===== src/rtl/eagen_pkg.sv =====
// Package: shared constants, result type and helpers for the operand
// effective address generator. Assumes the standard register numbering
// (0=AX .. 7=DI), which the address forms depend on.
package eagen_pkg;
    localparam int GPR_N   = 8;
    localparam int WORD_W  = 32;
    localparam int HALF_W  = 16;
    localparam int SEG_W   = 16;
    localparam int LEN_W   = 3;

    localparam logic [1:0] MOD_NODISP = 2'd0;
    localparam logic [1:0] MOD_DISP8  = 2'd1;
    localparam logic [1:0] MOD_DISPW  = 2'd2;
    localparam logic [1:0] MOD_REG    = 2'd3;

    localparam logic [2:0] R_SP       = 3'd4;
    localparam logic [2:0] R_BP       = 3'd5;
    localparam logic [2:0] RM_SIB     = 3'd4;
    localparam logic [2:0] RM_ABS32   = 3'd5;
    localparam logic [2:0] RM_ABS16   = 3'd6;
    localparam logic [2:0] IDX_NONE   = 3'd4;

    typedef logic [WORD_W-1:0] word_t;

    typedef struct packed {
        word_t             off;
        logic [LEN_W-1:0]  len;
        logic              ss_dflt;
    } ea_res_t;

    function automatic word_t sext8(input logic [7:0] b);
        return {{(WORD_W-8){b[7]}}, b};
    endfunction
endpackage


===== src/rtl/eagen_dec16.sv =====
// Module: 16-bit form decoder. Combinational. Forms base+index+displacement
// from the fixed 16-bit table and wraps the sum to 16 bits. Assumes the
// mode field is not 3 (the top handles register operands).
module eagen_dec16
    import eagen_pkg::*;
(
    input  logic [1:0]        mode,
    input  logic [2:0]        rm,
    input  logic [15:0]       disp16,
    input  logic [HALF_W-1:0] bx,
    input  logic [HALF_W-1:0] bp,
    input  logic [HALF_W-1:0] si,
    input  logic [HALF_W-1:0] di,
    output ea_res_t           res
);
    logic [HALF_W-1:0] term_a;
    logic [HALF_W-1:0] term_b;
    logic [HALF_W-1:0] term_d;
    logic [HALF_W-1:0] sum16;
    logic              abs_form;

    assign abs_form = (mode == MOD_NODISP) && (rm == RM_ABS16);

    // Pick the two register terms of the irregular table.
    always_comb begin
        term_a = '0;
        term_b = '0;
        unique case (rm)
            3'd0: begin term_a = bx; term_b = si; end
            3'd1: begin term_a = bx; term_b = di; end
            3'd2: begin term_a = bp; term_b = si; end
            3'd3: begin term_a = bp; term_b = di; end
            3'd4: term_a = si;
            3'd5: term_a = di;
            3'd6: term_a = abs_form ? '0 : bp;
            3'd7: term_a = bx;
        endcase
    end

    // Displacement value and length chosen by the mode field.
    always_comb begin
        term_d  = '0;
        res.len = '0;
        unique case (mode)
            MOD_NODISP: begin
                term_d  = abs_form ? disp16 : '0;
                res.len = abs_form ? LEN_W'(2) : LEN_W'(0);
            end
            MOD_DISP8: begin
                term_d  = {{8{disp16[7]}}, disp16[7:0]};
                res.len = LEN_W'(1);
            end
            MOD_DISPW: begin
                term_d  = disp16;
                res.len = LEN_W'(2);
            end
            default: begin
                term_d  = '0;
                res.len = '0;
            end
        endcase
    end

    // Sum modulo 2^16 and the stack-segment default for BP-based forms.
    always_comb begin
        sum16       = term_a + term_b + term_d;
        res.off     = {{(WORD_W-HALF_W){1'b0}}, sum16};
        res.ss_dflt = (rm == 3'd2) || (rm == 3'd3) || ((rm == 3'd6) && !abs_form);
    end
endmodule


===== src/rtl/eagen_dec32.sv =====
// Module: 32-bit form decoder. Combinational. Handles a plain base register,
// the absolute displacement form and the scaled-index byte, including
// "no index" and "displacement replaces base". Assumes mode field is not 3.
module eagen_dec32
    import eagen_pkg::*;
(
    input  logic [1:0]                    mode,
    input  logic [2:0]                    rm,
    input  logic [7:0]                    sib,
    input  word_t                         disp,
    input  logic [GPR_N-1:0][WORD_W-1:0]  gpr,
    output ea_res_t                       res
);
    logic       use_sib;
    logic [1:0] scale;
    logic [2:0] idx;
    logic [2:0] base;
    logic       no_base;
    logic [2:0] base_num;
    word_t      base_v;
    word_t      idx_v;
    word_t      disp_v;
    logic [LEN_W-1:0] disp_len;

    assign use_sib = (rm == RM_SIB);
    assign scale   = sib[7:6];
    assign idx     = sib[5:3];
    assign base    = sib[2:0];

    // Decide which register (if any) serves as base.
    always_comb begin
        base_num = use_sib ? base : rm;
        no_base  = (mode == MOD_NODISP) &&
                   (use_sib ? (base == R_BP) : (rm == RM_ABS32));
        base_v   = no_base ? '0 : gpr[base_num];
    end

    // Scaled index term; absent without the extra byte or for index 4.
    always_comb begin
        idx_v = '0;
        if (use_sib && (idx != IDX_NONE)) begin
            unique case (scale)
                2'd0: idx_v = gpr[idx];
                2'd1: idx_v = gpr[idx] << 1;
                2'd2: idx_v = gpr[idx] << 2;
                2'd3: idx_v = gpr[idx] << 3;
            endcase
        end
    end

    // Displacement value and its byte count from mode field and base-less case.
    always_comb begin
        disp_v   = '0;
        disp_len = '0;
        unique case (mode)
            MOD_DISP8: begin
                disp_v   = sext8(disp[7:0]);
                disp_len = LEN_W'(1);
            end
            MOD_DISPW: begin
                disp_v   = disp;
                disp_len = LEN_W'(4);
            end
            default: begin
                disp_v   = no_base ? disp : '0;
                disp_len = no_base ? LEN_W'(4) : LEN_W'(0);
            end
        endcase
    end

    // Final sum, length and stack-segment default (ESP or EBP as base).
    always_comb begin
        res.off     = base_v + idx_v + disp_v;
        res.len     = disp_len + (use_sib ? LEN_W'(1) : LEN_W'(0));
        res.ss_dflt = !no_base && ((base_num == R_SP) || (base_num == R_BP));
    end
endmodule


===== src/rtl/eagen_core.sv =====
// Module: top of the operand effective address generator. Unpacks the
// register snapshot, runs both form decoders, selects by address size,
// picks the segment and forms the linear address, then registers the
// result one cycle after a request. Assumes inputs are stable in the
// request cycle only; outputs hold until the next request.
module eagen_core
    import eagen_pkg::*;
#(
    parameter int LIN_W     = 32,
    parameter int SEG_SHIFT = 4
) (
    input  logic                     clk,
    input  logic                     rst_n,
    input  logic                     req_valid,
    input  logic                     addr32,
    input  logic [7:0]               modrm,
    input  logic [7:0]               sib,
    input  logic [WORD_W-1:0]        disp,
    input  logic [GPR_N*WORD_W-1:0]  gpr_flat,
    input  logic [SEG_W-1:0]         seg_ds,
    input  logic [SEG_W-1:0]         seg_ss,
    input  logic                     seg_ovr_en,
    input  logic [SEG_W-1:0]         seg_ovr,
    output logic                     res_valid,
    output logic                     is_reg,
    output logic [2:0]               reg_sel,
    output logic [WORD_W-1:0]        eff_off,
    output logic [LIN_W-1:0]         lin_addr,
    output logic [LEN_W-1:0]         extra_len,
    output logic                     seg_is_ss
);
    localparam int SEG_X_W = SEG_W + SEG_SHIFT;

    logic [GPR_N-1:0][WORD_W-1:0] gpr_v;
    logic [1:0]       mode;
    logic [2:0]       rm;
    logic             reg_form;
    ea_res_t          res16;
    ea_res_t          res32;
    ea_res_t          res_sel;
    logic [SEG_W-1:0] seg_val;
    logic             ss_pick;
    logic [LIN_W-1:0] lin_nxt;

    // Split the flat register snapshot into words.
    for (genvar g = 0; g < GPR_N; g++) begin : g_unpack
        assign gpr_v[g] = gpr_flat[g*WORD_W +: WORD_W];
    end

    assign mode     = modrm[7:6];
    assign rm       = modrm[2:0];
    assign reg_form = (mode == MOD_REG);

    eagen_dec16 u_dec16 (
        .mode   (mode),
        .rm     (rm),
        .disp16 (disp[15:0]),
        .bx     (gpr_v[3][HALF_W-1:0]),
        .bp     (gpr_v[5][HALF_W-1:0]),
        .si     (gpr_v[6][HALF_W-1:0]),
        .di     (gpr_v[7][HALF_W-1:0]),
        .res    (res16)
    );

    eagen_dec32 u_dec32 (
        .mode (mode),
        .rm   (rm),
        .sib  (sib),
        .disp (disp),
        .gpr  (gpr_v),
        .res  (res32)
    );

    // Address-size select, segment choice and linear address.
    always_comb begin
        res_sel = addr32 ? res32 : res16;
        ss_pick = !seg_ovr_en && res_sel.ss_dflt;
        seg_val = seg_ovr_en ? seg_ovr : (res_sel.ss_dflt ? seg_ss : seg_ds);
        lin_nxt = LIN_W'({{(LIN_W > SEG_X_W ? 1 : 1){1'b0}}, seg_val, {SEG_SHIFT{1'b0}}})
                + LIN_W'(res_sel.off);
    end

    // Result register: capture on request, clear on reset.
    always_ff @(posedge clk) begin
        if (!rst_n) begin
            res_valid <= 1'b0;
            is_reg    <= 1'b0;
            reg_sel   <= '0;
            eff_off   <= '0;
            lin_addr  <= '0;
            extra_len <= '0;
            seg_is_ss <= 1'b0;
        end else begin
            res_valid <= req_valid;
            if (req_valid) begin
                is_reg    <= reg_form;
                reg_sel   <= reg_form ? rm : 3'd0;
                eff_off   <= reg_form ? '0 : res_sel.off;
                lin_addr  <= reg_form ? '0 : lin_nxt;
                extra_len <= reg_form ? '0 : res_sel.len;
                seg_is_ss <= reg_form ? 1'b0 : ss_pick;
            end
        end
    end
endmodule


===== config.mk =====
export PLATFORM = sky130hd
export DESIGN_NAME = eagen_core
export DESIGN_NICKNAME = d
export VERILOG_FILES = /design/src/rtl/eagen_pkg.sv /design/src/rtl/eagen_dec16.sv /design/src/rtl/eagen_dec32.sv /design/src/rtl/eagen_core.sv
export SDC_FILE = /design/constraint.sdc
export NUM_CORES = 1
export LEC_CHECK = 0
export BUFFER_PORTS_ARGS = -buffer_cell sky130_fd_sc_hd__clkbuf_2
export CAP_MARGIN = 25
export CORE_ASPECT_RATIO = 0.8
export CORE_MARGIN = 3
export CORE_UTILIZATION = 55
export CTS_BUF_LIST = sky130_fd_sc_hd__clkbuf_4 sky130_fd_sc_hd__clkbuf_8
export CTS_CLUSTER_DIAMETER = 80
export DETAILED_ROUTE_END_ITERATION = 6
export GPL_ROUTABILITY_DRIVEN = 0
export PLACE_DENSITY = 0.94
export SYNTH_ARGS = -nofsm -noshare
export SYNTH_HDL_FRONTEND = slang
export SYNTH_SLANG_ARGS = --single-unit
export TNS_END_PERCENT = 20

===== constraint.sdc =====
create_clock -name clk -period 14.45 [get_ports clk]
set_input_delay 2.1675 -clock clk [delete_from_list [all_inputs] [get_ports clk]]
set_output_delay 2.1675 -clock clk [all_outputs]
set_load 0.02 [all_outputs]

; Word level (Yosys, flattened, before mapping)
; Cells that the tools add are included.
[totals]
out_inout_bits = 73
input_bits = 357
register_bits = 73
elab_cells = 80
[op_classes]
n_reduce_logical = 19
muxes = 29
addsub = 6
eq_ne = 17
magnitude_cmp = 2
[op_table]
columns = cell, n
row1 = two-way mux 32 bit, 7
row2 = binary-select mux 32 bit (select 3 bit), 2
row3 = one-hot mux 32 bit (4 select lines), 1
row4 = one-hot mux 16 bit (5 select lines), 1
row5 = adder 32 bit, 2
row6 = two-way mux 16 bit, 4
row7 = one-hot mux 32 bit (2 select lines), 1
row8 = one-hot mux 16 bit (3 select lines), 1
row9 = two-way mux 36 bit, 1
row10 = adder 16 bit, 2
row11 = adder 20 x 32 -> 32 bit, 1
row12 = one-hot mux 16 bit (2 select lines), 1
row13 = "== test 3 bit, second input constant", 7
row14 = two-way mux 3 bit, 4
row15 = one-hot mux 3 bit (3 select lines), 1
row16 = "== test 2 bit, second input constant", 4
row17 = "less-than comparator 3 x 4 -> 1 bit, second input constant", 2
row18 = "== test 3 x 2 -> 1 bit, second input constant", 2
row19 = logical AND 1 bit, 6
row20 = one-hot mux 3 bit (2 select lines), 1
row21 = OR reduction 2 bit, 3
row22 = "== test 2 x 1 -> 1 bit, second input constant", 2
row23 = logical NOT 2 bit, 2
row24 = adder 3 bit, 1
row25 = 8 further kinds, 14

; Longest topological paths before layout
; Gate-level depths: netlist of run 1.
[logic_depth]
ltp_word = 12
depth_mapped = 32
ltp_nobuf = 30

; Hierarchy
; Synthesis of run 1 repeated with hierarchy kept, for this count alone.
[unflattened]
hier_cells = 1543
hier_area_um2 = 13560.5
[modules_own_cells]
columns = module, cells_per_inst, seq_area_each_um2, instances, area_per_inst_um2
row1 = eagen_dec32, 763, 0.0, 1, 7384.6
row2 = eagen_core, 502, 1381.3, 1, 4191.5
row3 = eagen_dec16, 278, 0.0, 1, 1984.4

; Worst setup path after synthesis of run 1
; No wires, ideal clock.
[synth_timing]
path_type = input-to-reg
from = input sib[3]
to = register lin_addr[31]
required_time_ns = 14.371
setup_time_ns = 0.079
arrival_time_ns = 8.637
setup_slack_ns = 5.734
n_path_buf = 4
path_stages = 31
path_cell_list = buf_2 -> buf_1 -> buf_2 -> mux4_2 -> mux2i_1 -> mux2_2 -> or2_2 -> fa_1 -> inv_1 -> ha_1 -> inv_1 -> fa_1 -> nand2b_1 -> a21o_1 -> o2bb2ai_2 -> o21ai_0 -> a21oi_1 -> o21bai_1 -> a21oi_1 -> xnor2_1 -> mux2_2 -> ha_1 -> a21oi_1 -> o21ai_0 -> a221o_1 -> a21oi_1 -> or2_2 -> clkbuf_1 -> nor3b_1 -> a311o_1 -> o211ai_1
[synth_between]
elab_chain_cells = 9
word_cells_on_any_way = 11
cone_classes = add/sub (3) / eq/ne (1) / mux (6) / reduce/logical (1)
[synth_rtl]
columns = element, line_no
row1 = start: declaration, eagen_core.sv:17  ; input logic [7:0] sib,
row2 = binary-select mux 32 bit (select 3 bit), --
row3 = two-way mux 32 bit (not written as such), eagen_dec32.sv:43  ; 2'd0: idx_v = gpr[idx];
row4 = one-hot mux 32 bit (4 select lines), eagen_dec32.sv:42  ; unique case (scale)
row5 = two-way mux 32 bit (*), eagen_dec32.sv:41  ; if (use_sib && (idx != IDX_NONE)) begin
row6 = adder 32 bit (*) (2 in series), eagen_dec32.sv:73  ; res.off = base_v + idx_v + disp_v;
row7 = two-way mux 36 bit (*), eagen_core.sv:76  ; res_sel = addr32 ? res32 : res16;
row8 = adder 20 x 32 -> 32 bit (*), eagen_core.sv:80  ; + LIN_W'(res_sel.off);
row9 = two-way mux 32 bit (*), eagen_core.sv:99  ; lin_addr <= reg_form ? '0 : lin_nxt;
row10 = end signal: assignment, eagen_core.sv:99
row11 = end: declaration, eagen_core.sv:28  ; output logic [LIN_W-1:0] lin_addr,
; Every way passes the cells marked *; elsewhere a longest branch is shown, timed or not. The select of a mux whose other input is x is not followed.
; A chain may end at the register's enable or synchronous reset.

; Worst setup path in the final report of run 1
[layout_timing]
from = input modrm[1]
to = register lin_addr[27]
[layout_between]
elab_chain_cells = 10
word_cells_on_any_way = 46
cone_classes = add/sub (5) / eq/ne (9) / mux (17) / reduce/logical (15)
[layout_rtl]
columns = element, line_no
row1 = start: declaration, eagen_core.sv:16  ; input logic [7:0] modrm,
row2 = "== test 3 bit, on equally long branches", --
row3 = "two-way mux 3 bit, or another cell as far along", eagen_dec32.sv:32  ; base_num = use_sib ? base : rm;
row4 = "binary-select mux 32 bit (select 3 bit), or another cell as far along", eagen_dec32.sv:35  ; base_v = no_base ? '0 : gpr[base_num];
row5 = "two-way mux 32 bit (not written as such), or another cell as far along", eagen_dec32.sv:35
row6 = "two-way mux 32 bit, or another cell as far along", eagen_dec32.sv:35
row7 = adder 32 bit / two-way mux 36 bit (equally long branches), "eagen_dec32.sv:73, eagen_core.sv:76"
row8 = adder 32 bit / two-way mux 16 bit (equally long branches), "eagen_dec32.sv:73, eagen_core.sv:78"
row9 = two-way mux 36 bit (*), eagen_core.sv:76
row10 = adder 20 x 32 -> 32 bit (*), eagen_core.sv:80
row11 = two-way mux 32 bit (*), eagen_core.sv:99
; Marks and branches as above.

==> metrics.md, run 1 <==
| Metric | Value |
|---|---|
| Final Setup Violations | 0 |
| Net switching power | 621 uW |
| Fmax | 106 MHz |
| Number of CTS-inserted buffers | 9 |
| WP depth | 29 |
| Layout area overhead | 19.2% |
| Die Wd | 181 um |
| GRT Overall Usage | 35.6% |
| Switching share of total power | 45.8% |
| Worst path slowest cell | buf_4 |
| Worst setup path startpoint | modrm[1] |
| Core area | 0.0238 mm^2 |
| Synthesis Warnings | 0 |
| Largest net degree at the start of global routing | 66 |
| Ports | 430 |
| Unrepaired setup endpoints after global routing | no |
| Logic pwr share | 69.1% |
| Die area | 0.0266 mm^2 |
| Setup TNS | 0 ns |
| Post-DP HPWL | 39,200 um |
| DR WL/cell | 22.2 um |
| EDFF count, synth | 0 |
| Largest Register | eff_off |
| Final-report hold violation count | 0 |
| Fillers | 1,827 |
| Initial core utilization | 57.0% |
| FF-to-FF path depth | 2 |
| Highest fanout seen on the critical path | 46 |
| WL met2 | 23,800 um |
| HP Class | reg -> reg |
| Hold buffer count at cts | 0 |
| Power per standard cell area | 83.9 mW/mm^2 |
| Worst Path Required | 14.67 ns |
| First-pass GRT wire length | 77,400 um |
| Critical path startpoint category | input pin |
| Layout Skew | 0 ns |
| Slew at the pin with the worst max-slew slack | 1.01 ns |
| NumNets Final | 2,357 |
| CTS tree | built |
| Clk Latency, worst-skew pair | 0.35 ns |
| Port Buffers | 426 |
| Final Max Tran Viols | 0 |
| Setup CP Type | in -> reg |
| Post-Route WL | 49,000 um |
| R2r startpoint | lin_addr[22] |
| Syn_nets | 2,002 |
| Met1 wire length | 17,300 um |
| 1st-iter DRT viols | 1,514 |
| Top sig layer | met4 |
| Post-Layout Cell Count | 2,206 |
| Part of the power in registers | 17.0% |
| Async S/R FF share, synth | 0% |
| Critical path's top delay family | compound AO/OA/AOI/OAI gates |
| Leakage | 7.62 nW |
| Final Cell Area | 0.0161 mm^2 |
| Hold depth | 2 |
| Avg Cell Area, Syn | 8.86 um^2 |
| Routed via count | 14.5k |
| Die Ht | 146 um |
| Clock power share | 13.9% |
| Max-Cap Viols | 0 |
| CP Data Arrival Time | 9.69 ns |
| Register bit total from synthesis | 69 |
| PostCTS Resize Cnt | 0 |
| Relative slew slack | 32.5% |
| Max reg flops | 32 |
| Clk slew on worst S/H paths | 0.07 ns |
| Placed Instance Area | 0.0159 mm^2 |
| Met3 wire len | 4960 um |
| H-tree depth reported by CTS | 3 |
| Post-synthesis cell area | 0.0135 mm^2 |
| Via/cell ratio | 6.56 |
| Vias in the first global route | 14.8k |
| Pint | 733 uW |
| Fin crit period | 9.47 ns |
| Mapped Cells | 1,528 |
| Ys flop type | dfxtp_1 |
| # Post-CTS Setup Buffers | 0 |
| Post-route ant nets | 0 |
| Worst hold slack | 0.465 ns |
| DRC viols | 0 |
| Seq/Total Area, Yosys | 10.2% |
| R2R setup slack | 13.60 ns |
| DR pass1 iterations | 6 |
| Synth cell types | 70 |
| Cells after DPL | 2,183 |
| Max incr delay on CP | 0.69 ns |
| Top Registers | eff_off (32), lin_addr (28) |
| Fin crit share | 65.6% |
| Worst vdd ir | 0.0000595 V |
| Max Buffers Root-to-Sink | 2 |
| Hold path startpoint | lin_addr[25] |
| Initial antenna violation count | 5 |
| Buf+Inv Stages, Crit Path | 5 |
| FP Rows | 50 |
| Status | finished, final reports clean |
| Core Util, Final | 67.9% |
| Share of cells above drive strength 1 | 36.7% |
| Clk root buf | clkbuf_8 |
| CP Capture Type | register |
| Overflow after GRT | 0 |
| Clock Sinks | 69 |
## area by class of cell
cell class / count / area [um^2] / share of cell area, %
antenna: 7 / 17.5 / 0.108
clock buffer: 9 / 124 / 0.767
inverter: 115 / 432 / 2.67
sequential: 69 / 1380 / 8.55
tap: 312 / 390 / 2.42
timing repair buffer: 449 / 2320 / 14.4
multi-input combinational: 1239 / 11400 / 70.4
clock inverter: 6 / 113 / 0.697
## cells by family (layout without fill, tap and decap cells)
family	after synthesis	in the layout	share of synthesized area [%]
adder cells (fa/ha/maj)	117	117	13.5
multiplexers	292	292	34.3
other	0	7	0
flip-flops	69	69	10.2
AO/OA/AOI/OAI	359	359	17.3
XOR/XNOR	51	51	3.30
AND/OR/NAND/NOR	420	420	15.1
buffers and inverters	220	579	6.28
## per-stage QoR
stage | total power [mW] | setup slack (ns)
detailed placement | 1.15 | 4.27
finish | 1.35 | 4.98
global route | 1.45 | 4.40
CTS | 1.34 | 4.58
global placement | 1.11 | 4.48
floorplan | 0.885 | 5.73
## path summary, 6_finish.rpt
kind,to
max,lin_addr[27]
min reg2reg,lin_addr[25]
min,lin_addr[25]
max reg2reg,lin_addr[22]
## layer usage
layer	global-route usage, %	vias up
li1	-	6364
met1	42.0	6794
met2	61.9	1066
met3	6.82	258
met4	18.4	0
met5	0	-
## power by group through the flow
stage	sequential (mW)	clock (mW)	combinational, mW
global route	0.233	0.200	1.02
global placement	0.233	0	0.872
finish	0.230	0.188	0.936
CTS	0.230	0.190	0.919
detailed placement	0.234	0	0.913
floorplan	0.262	0	0.623
## Yosys cell counts, types with 30 or more instances
cell type	n	share of area (%)
a21oi_1	101	3.7
a22o_1	35	2.3
and2_1	30	1.4
clkbuf_1	75	2.1
dfxtp_1	69	10
fa_1	49	7.2
ha_1	68	6.3
inv_1	114	3.2
mux2_2	61	5.1
mux2i_1	99	7.3
mux4_2	132	22
nand2_1	182	5.0
nor2_1	54	1.5
nor2b_1	40	1.8
o21ai_0	84	3.1
xnor2_1	30	1.9
## placed cells by master (no fill, tap or decap), types with 8 or more instances in the layout
master	n
fa_1	49
nand2b_1	15
xor2_1	21
o21ai_0	84
a211oi_1	8
inv_1	114
nand2_1	182
o21bai_1	9
buf_4	22
a21boi_0	8
or3_1	9
ha_1	68
or2_2	19
a22o_1	35
xnor2_1	30
mux2_2	61
a21oi_1	100
nand3_1	18
clkbuf_8	9
a21o_1	25
clkbuf_2	425
nor2_1	53
mux4_2	132
a22oi_1	13
o211ai_1	9
nor2b_1	40
and2_1	30
dfxtp_1	69
mux2i_1	99
and3_1	8
nor3_1	18
## tightest hold or removal path, stage by stage (launching register included)
cell	delay [ns]
dfxtp_1	0.33
nand2_1	0.05
o21ai_0	0.06
No activity file was read; power rests on OpenSTA's default activity.
==> inputs of run 2 (changes only) <==
CORE_UTILIZATION = 49   (was 55)
PLACE_DENSITY = 0.89   (was 0.94)
clock period = 8.6 ns   (was 14.45 ns; I/O delays follow)
==> metrics.md, run 2 (same netlist as run 1, synthesis figures left out) <==
| Metric | Value |
|---|---|
| Status | finished, final reports clean |
| Commonest cells after routing, fill and taps aside | clkbuf_2, nand2_1, mux4_2, inv_1, a21oi_1 |
| First-pass GRT wire length | 77,600 um (+0.16%) |
| Final-report hold violation count | 0 (unchanged) |
| Vias in the first global route | 14.8k (-0.25%) |
| Final Max Tran Viols | 0 (unchanged) |
| FP Rows | 53 (+6.0%) |
| HP Class | reg -> reg |
| Fmax | 128 MHz |
| Layout area overhead | 20.5% |
| 1st-iter DRT viols | 1,269 (-16%) |
| Total Power | 2.25 mW (+66%) |
| Cells after DPL | 2,248 (+3.0%) |
| Slew at the pin with the worst max-slew slack | 1.01 ns (-0.00452 ns) |
| Commonest non-fill, non-tap cell in the layout | clkbuf_2 |
| Via/cell ratio | 6.36 (-3.1%) |
| Largest Register | eff_off |
| Post-route ant nets | 0 (unchanged) |
| Port Buffers | 426 (unchanged) |
| Setup TNS | 0 ns (unchanged) |
| Die Wd | 192 um (+5.7%) |
| Hold buffer count at cts | 0 (unchanged) |
| DR pass1 iterations | 5 (-1) |
| Final Setup Violations | 0 (unchanged) |
| Fin crit share | 90.5% |
| H-tree depth reported by CTS | 3 (unchanged) |
| CP dominant cell by count | a21oi_1 |
| Critical path startpoint category | input pin |
| Unrepaired setup endpoints after global routing | no |
| Clock Sinks | 69 (unchanged) |
| Leakage | 7.71 nW (+1.1%) |
| Ports | 430 (unchanged) |
| Dpl ws | 0.501 ns (-3.77 ns) |
| Final worst slack | 0.814 ns (-4.16 ns) |
| Max reg flops | 32 (unchanged) |
| Initial core utilization | 50.7% (-6.3 points) |
| Max incr delay on CP | 0.45 ns (-0.24 ns) |
| Number of CTS-inserted buffers | 9 (unchanged) |
| Clk root buf | clkbuf_8 |
| Relative slew slack | 32.7% (+0.16 points) |
| Fin crit period | 7.79 ns |
| DRC viols | 0 (unchanged) |
| Routed via count | 14.4k (-0.33%) |
| Share of cells above drive strength 1 | 37.4% (+0.66 points) |
| CP Capture Type | register |
| Max Buffers Root-to-Sink | 2 (unchanged) |
| Layout Skew | 0 ns (unchanged) |
| CP Data Arrival Time | 8.04 ns (-1.65 ns) |
| # Post-CTS Setup Buffers | 0 (unchanged) |
| PostCTS Resize Cnt | 0 (unchanged) |
| Post-Route WL | 49,500 um (+1.0%) |
| Worst Path Required | 8.85 ns (-5.82 ns) |
| Core area | 0.0267 mm^2 (+12%) |
| Post-DP HPWL | 41,100 um (+4.8%) |
| Largest net degree at the start of global routing | 61 (-7.6%) |
| Worst vdd ir | 0.0000718 V (+21%) |
| Die area | 0.0297 mm^2 (+12%) |
| Final Cell Area | 0.0163 mm^2 (+1.1%) |
| Max-Cap Viols | 0 (unchanged) |
| DR WL/cell | 21.8 um (-1.9%) |
| Worst path slowest cell | a21oi_4 |
| Die Ht | 155 um (+5.7%) |
| CTS tree | built |
| Highest fanout seen on the critical path | 20 (-57%) |
| Top Registers | eff_off (32), lin_addr (28) |
| Initial antenna violation count | 10 (+5) |
| Post-Layout Cell Count | 2,270 (+2.9%) |
| Power per standard cell area | 138 mW/mm^2 (+64%) |
| Placed Instance Area | 0.0161 mm^2 (+1.3%) |
| GRT Overall Usage | 32.8% (-2.9 points) |
| NumNets Final | 2,376 (+0.81%) |
| Setup CP Type | in -> reg |
| Overflow after GRT | 0 (unchanged) |
| Clk slew on worst S/H paths | 0.08 ns (about the same) |
| Clk Latency, worst-skew pair | 0.35 ns (about the same) |
run 2: changes by cell type in the layout (fill, tap and decap cells not counted), sizes merged:
cell	before	now
bufinv	3	2
diode	7	6
buf	24	43
clkinv	3	5
run 2: final timing paths:
| path | from | to | slack, ns | cells after the start |
|---|---|---|---|---|
| hold reg to reg | lin_addr[27] | lin_addr[27] | 0.46 | 2 |
| setup reg to reg | lin_addr[22] | lin_addr[22] | 7.76 | 2 |
| setup / recovery | modrm[1] | lin_addr[30] | 0.81 | 30 |
| hold / removal | lin_addr[27] | lin_addr[27] | 0.46 | 2 |
run 2: critical path, delay by kind of cell:
kind                       cells  cell delay (ns)
buffers and inverters          4             0.79
AOI/OAI and AO/OA             12             2.50
and+or+nand+nor                6             1.11
xor gates and xnor gates       1             0.13
adders and majority gates      4             1.43
muxes                          3             0.78
run 2: metrics by stage:
step | utilization [%] | hold slack [ns]
floorplan | - | 0.535
global placement | 60.1 | 0.440
detailed placement | 60.2 | 0.454
CTS | 61.0 | 0.473
global route | 61.1 | 0.500
finish | 61.1 | 0.465
run 2: per-layer routing:
layer	wire length [um]	global-route usage, %	vias up
met5	49	0	-
met4	2620	17.7	8
met3	5260	8.61	199
met2	23800	55.0	1008
met1	17800	38.2	6847
li1	-	-	6372
run 2: where the power goes:
group	internal [mW]	switching (mW)
Sequential	0.362	0.0253
Clock	0.165	0.131
Combinational	0.685	0.880
Total	1.21	1.04
run 2: cell type report:
| class | count | area (um^2) |
|---|---|---|
| Antenna cell | 6 | 15.0 |
| Clock buffer | 9 | 124 |
| Clock inverter | 7 | 100 |
| Fill cell | 2264 | 10400 |
| Inverter | 115 | 432 |
| Multi-Input combinational cell | 1239 | 11400 |
| Sequential cell | 69 | 1380 |
| Tap cell | 357 | 447 |
| Timing Repair Buffer | 468 | 2450 |
==> inputs of run 3 (changes only) <==
--- a/config.mk
+++ b/config.mk
@@ -10,10 +10,10 @@
 export CORE_ASPECT_RATIO = 0.8
 export CORE_MARGIN = 3
-export CORE_UTILIZATION = 49
+export CORE_UTILIZATION = 55
 export CTS_BUF_LIST = sky130_fd_sc_hd__clkbuf_4 sky130_fd_sc_hd__clkbuf_8
 export CTS_CLUSTER_DIAMETER = 80
 export DETAILED_ROUTE_END_ITERATION = 6
 export GPL_ROUTABILITY_DRIVEN = 0
-export PLACE_DENSITY = 0.89
+export PLACE_DENSITY = 0.94
 export SYNTH_ARGS = -nofsm -noshare
 export SYNTH_HDL_FRONTEND = slang
==> constraint.sdc (replaced) <==
create_clock -name clk -period 9.25 [get_ports clk]
set_input_delay 0.4625 -clock clk [delete_from_list [all_inputs] [get_ports clk]]
set_output_delay 0.4625 -clock clk [all_outputs]
set_load 0.02 [all_outputs]
==> metrics.md, run 3 (same netlist as run 1, synthesis figures left out) <==
| Metric | Value |
|---|---|
| Fin crit period | 7.64 ns |
| Total Power | 2.08 mW (-7.3%) |
| # Post-CTS Setup Buffers | 0 (unchanged) |
| NumNets Final | 2,359 (-0.72%) |
| Initial antenna violation count | 4 (-6) |
| Largest net degree at the start of global routing | 63 (+3.3%) |
| Hold buffer count at cts | 0 (unchanged) |
| Max reg flops | 32 (unchanged) |
| Largest Register | eff_off |
| Via/cell ratio | 6.58 (+3.5%) |
| Status | finished, final reports clean |
| Clk slew on worst S/H paths | 0.08 ns (about the same) |
| CP Data Arrival Time | 7.88 ns (-0.16 ns) |
| Power per standard cell area | 129 mW/mm^2 (-6.3%) |
| Fmax | 131 MHz |
| Fin crit share | 82.6% |
| Hold Path Sink | lin_addr[27] |
| Cells after DPL | 2,185 (-2.8%) |
| Setup CP Type | in -> reg |
| Max-Cap Viols | 0 (unchanged) |
| Post-route ant nets | 0 (unchanged) |
| Worst Path Required | 9.50 ns (+0.65 ns) |
| Post-Layout Cell Count | 2,206 (-2.8%) |
| DRC viols | 0 (unchanged) |
| Relative slew slack | 33.3% (+0.60 points) |
| Initial core utilization | 57.0% (+6.3 points) |
| Final Max Tran Viols | 0 (unchanged) |
| FP Rows | 50 (-5.7%) |
| Post-Route WL | 48,500 um (-2.0%) |
| Layout area overhead | 19.1% |
| Worst hold slack | 0.454 ns (-0.0104 ns) |
| Share of cells above drive strength 1 | 36.8% (-0.56 points) |
| Placed Instance Area | 0.0159 mm^2 (-1.2%) |
| Routed via count | 14.5k (+0.57%) |
| Die area | 0.0266 mm^2 (-11%) |
| DR WL/cell | 22.0 um (+0.85%) |
| Hold path startpoint | lin_addr[27] |
| Final worst slack | 1.61 ns (+0.800 ns) |
| R2R Path End | lin_addr[22] |
| Layout Skew | 0 ns (unchanged) |
| PostCTS Resize Cnt | 0 (unchanged) |
| Clock Sinks | 69 (unchanged) |
| DR pass1 iterations | 5 (unchanged) |
| Slew at the pin with the worst max-slew slack | 1.00 ns (-0.00687 ns) |
| Number of CTS-inserted buffers | 9 (unchanged) |
| Core Util, Final | 67.9% (+6.8 points) |
| Max Buffers Root-to-Sink | 2 (unchanged) |
| Final Cell Area | 0.0161 mm^2 (-1.2%) |
| Final Setup Violations | 0 (unchanged) |
| Die Wd | 181 um (-5.4%) |
| GRT Overall Usage | 35.3% (+2.5 points) |
| Port Buffers | 426 (unchanged) |
| CTS tree | built |
| Leakage | 7.62 nW (-1.2%) |
| Dpl ws | 1.46 ns (+0.959 ns) |
| H-tree depth reported by CTS | 3 (unchanged) |
| Unrepaired setup endpoints after global routing | no |
| Commonest cells after routing, fill and taps aside | clkbuf_2, nand2_1, mux4_2, inv_1, a21oi_1 |
| Hold depth | 2 (unchanged) |
| Highest fanout seen on the critical path | 24 (+20%) |
| Clk root buf | clkbuf_8 |
| R2r startpoint | lin_addr[22] |
| Setup TNS | 0 ns (unchanged) |
| Critical path startpoint category | input pin |
| Core area | 0.0238 mm^2 (-11%) |
| Worst vdd ir | 0.0000841 V (+17%) |
| FF-to-FF path depth | 2 (unchanged) |
| Final-report hold violation count | 0 (unchanged) |
| Top Registers | eff_off (32), lin_addr (28) |
| Commonest non-fill, non-tap cell in the layout | clkbuf_2 |
| 1st-iter DRT viols | 1,502 (+18%) |
| CP Capture Type | register |
| Vias in the first global route | 14.6k (-0.85%) |
| HP Class | reg -> reg |
| Overflow after GRT | 0 (unchanged) |
| Post-DP HPWL | 39,300 um (-4.4%) |
| R2R setup slack | 8.39 ns (+0.63 ns) |
| First-pass GRT wire length | 76,700 um (-1.1%) |
| Ports | 430 (unchanged) |
| Die Ht | 146 um (-5.4%) |
| Clk Latency, worst-skew pair | 0.34 ns (about the same) |
run 3: worst max path at each step:
| stage | start | to | slack [ns] | cells past startpoint |
|---|---|---|---|---|
| after floorplan | sib[3] | lin_addr[31] | 2.24 | 31 |
| after global placement | modrm[1] | lin_addr[27] | 1.64 | 29 |
| after detailed placement | modrm[1] | lin_addr[27] | 1.46 | 26 |
| after CTS | modrm[1] | lin_addr[30] | 1.81 | 28 |
| after global routing | modrm[1] | lin_addr[27] | 1.21 | 26 |
| final | modrm[1] | lin_addr[30] | 1.61 | 28 |
run 3: layout make-up:
| cell class | instances | area (um^2) |
|---|---|---|
| antenna | 4 | 10.0 |
| clock buffer | 9 | 124 |
| clock inverter | 7 | 97.6 |
| fill | 1834 | 7640 |
| inverter | 115 | 432 |
| multi-input combinational | 1239 | 11400 |
| sequential | 69 | 1380 |
| tap | 312 | 390 |
| timing repair buffer | 451 | 2330 |
run 3: layer usage:
layer  track usage, %  wire length (um)  up-vias
li1                 -                 -     6350
met1             40.8             16800     6846
met2             60.8             23500     1048
met3             8.54              5210      270
met4             18.4              3030        2
met5                0                13        -
run 3: power by group:
part / switching, mW / internal [mW] / total, mW
combinational: 0.816 / 0.632 / 1.45
clock: 0.123 / 0.153 / 0.275
sequential: 0.0237 / 0.336 / 0.360
run 3: critical path, cell delays in order:
cell       delay, ns
clkbuf_2        0.08
buf_4           0.42
nor2b_1         0.22
a21oi_4         0.57
buf_4           0.32
mux4_2          0.51
mux2_2          0.27
nand2_1         0.11
fa_1            0.43
inv_1           0.08
ha_1            0.24
a211oi_1        0.37
o21ai_1         0.13
a31oi_1         0.49
o21ai_0         0.20
a21oi_1         0.25
xnor2_1         0.10
nand2_1         0.08
o21ai_0         0.17
ha_1            0.41
nand2_1         0.12
a21oi_1         0.15
o31a_1          0.22
o2111ai_1       0.18
a21oi_1         0.40
nand3b_1        0.23
or3_1           0.35
a211o_1         0.26
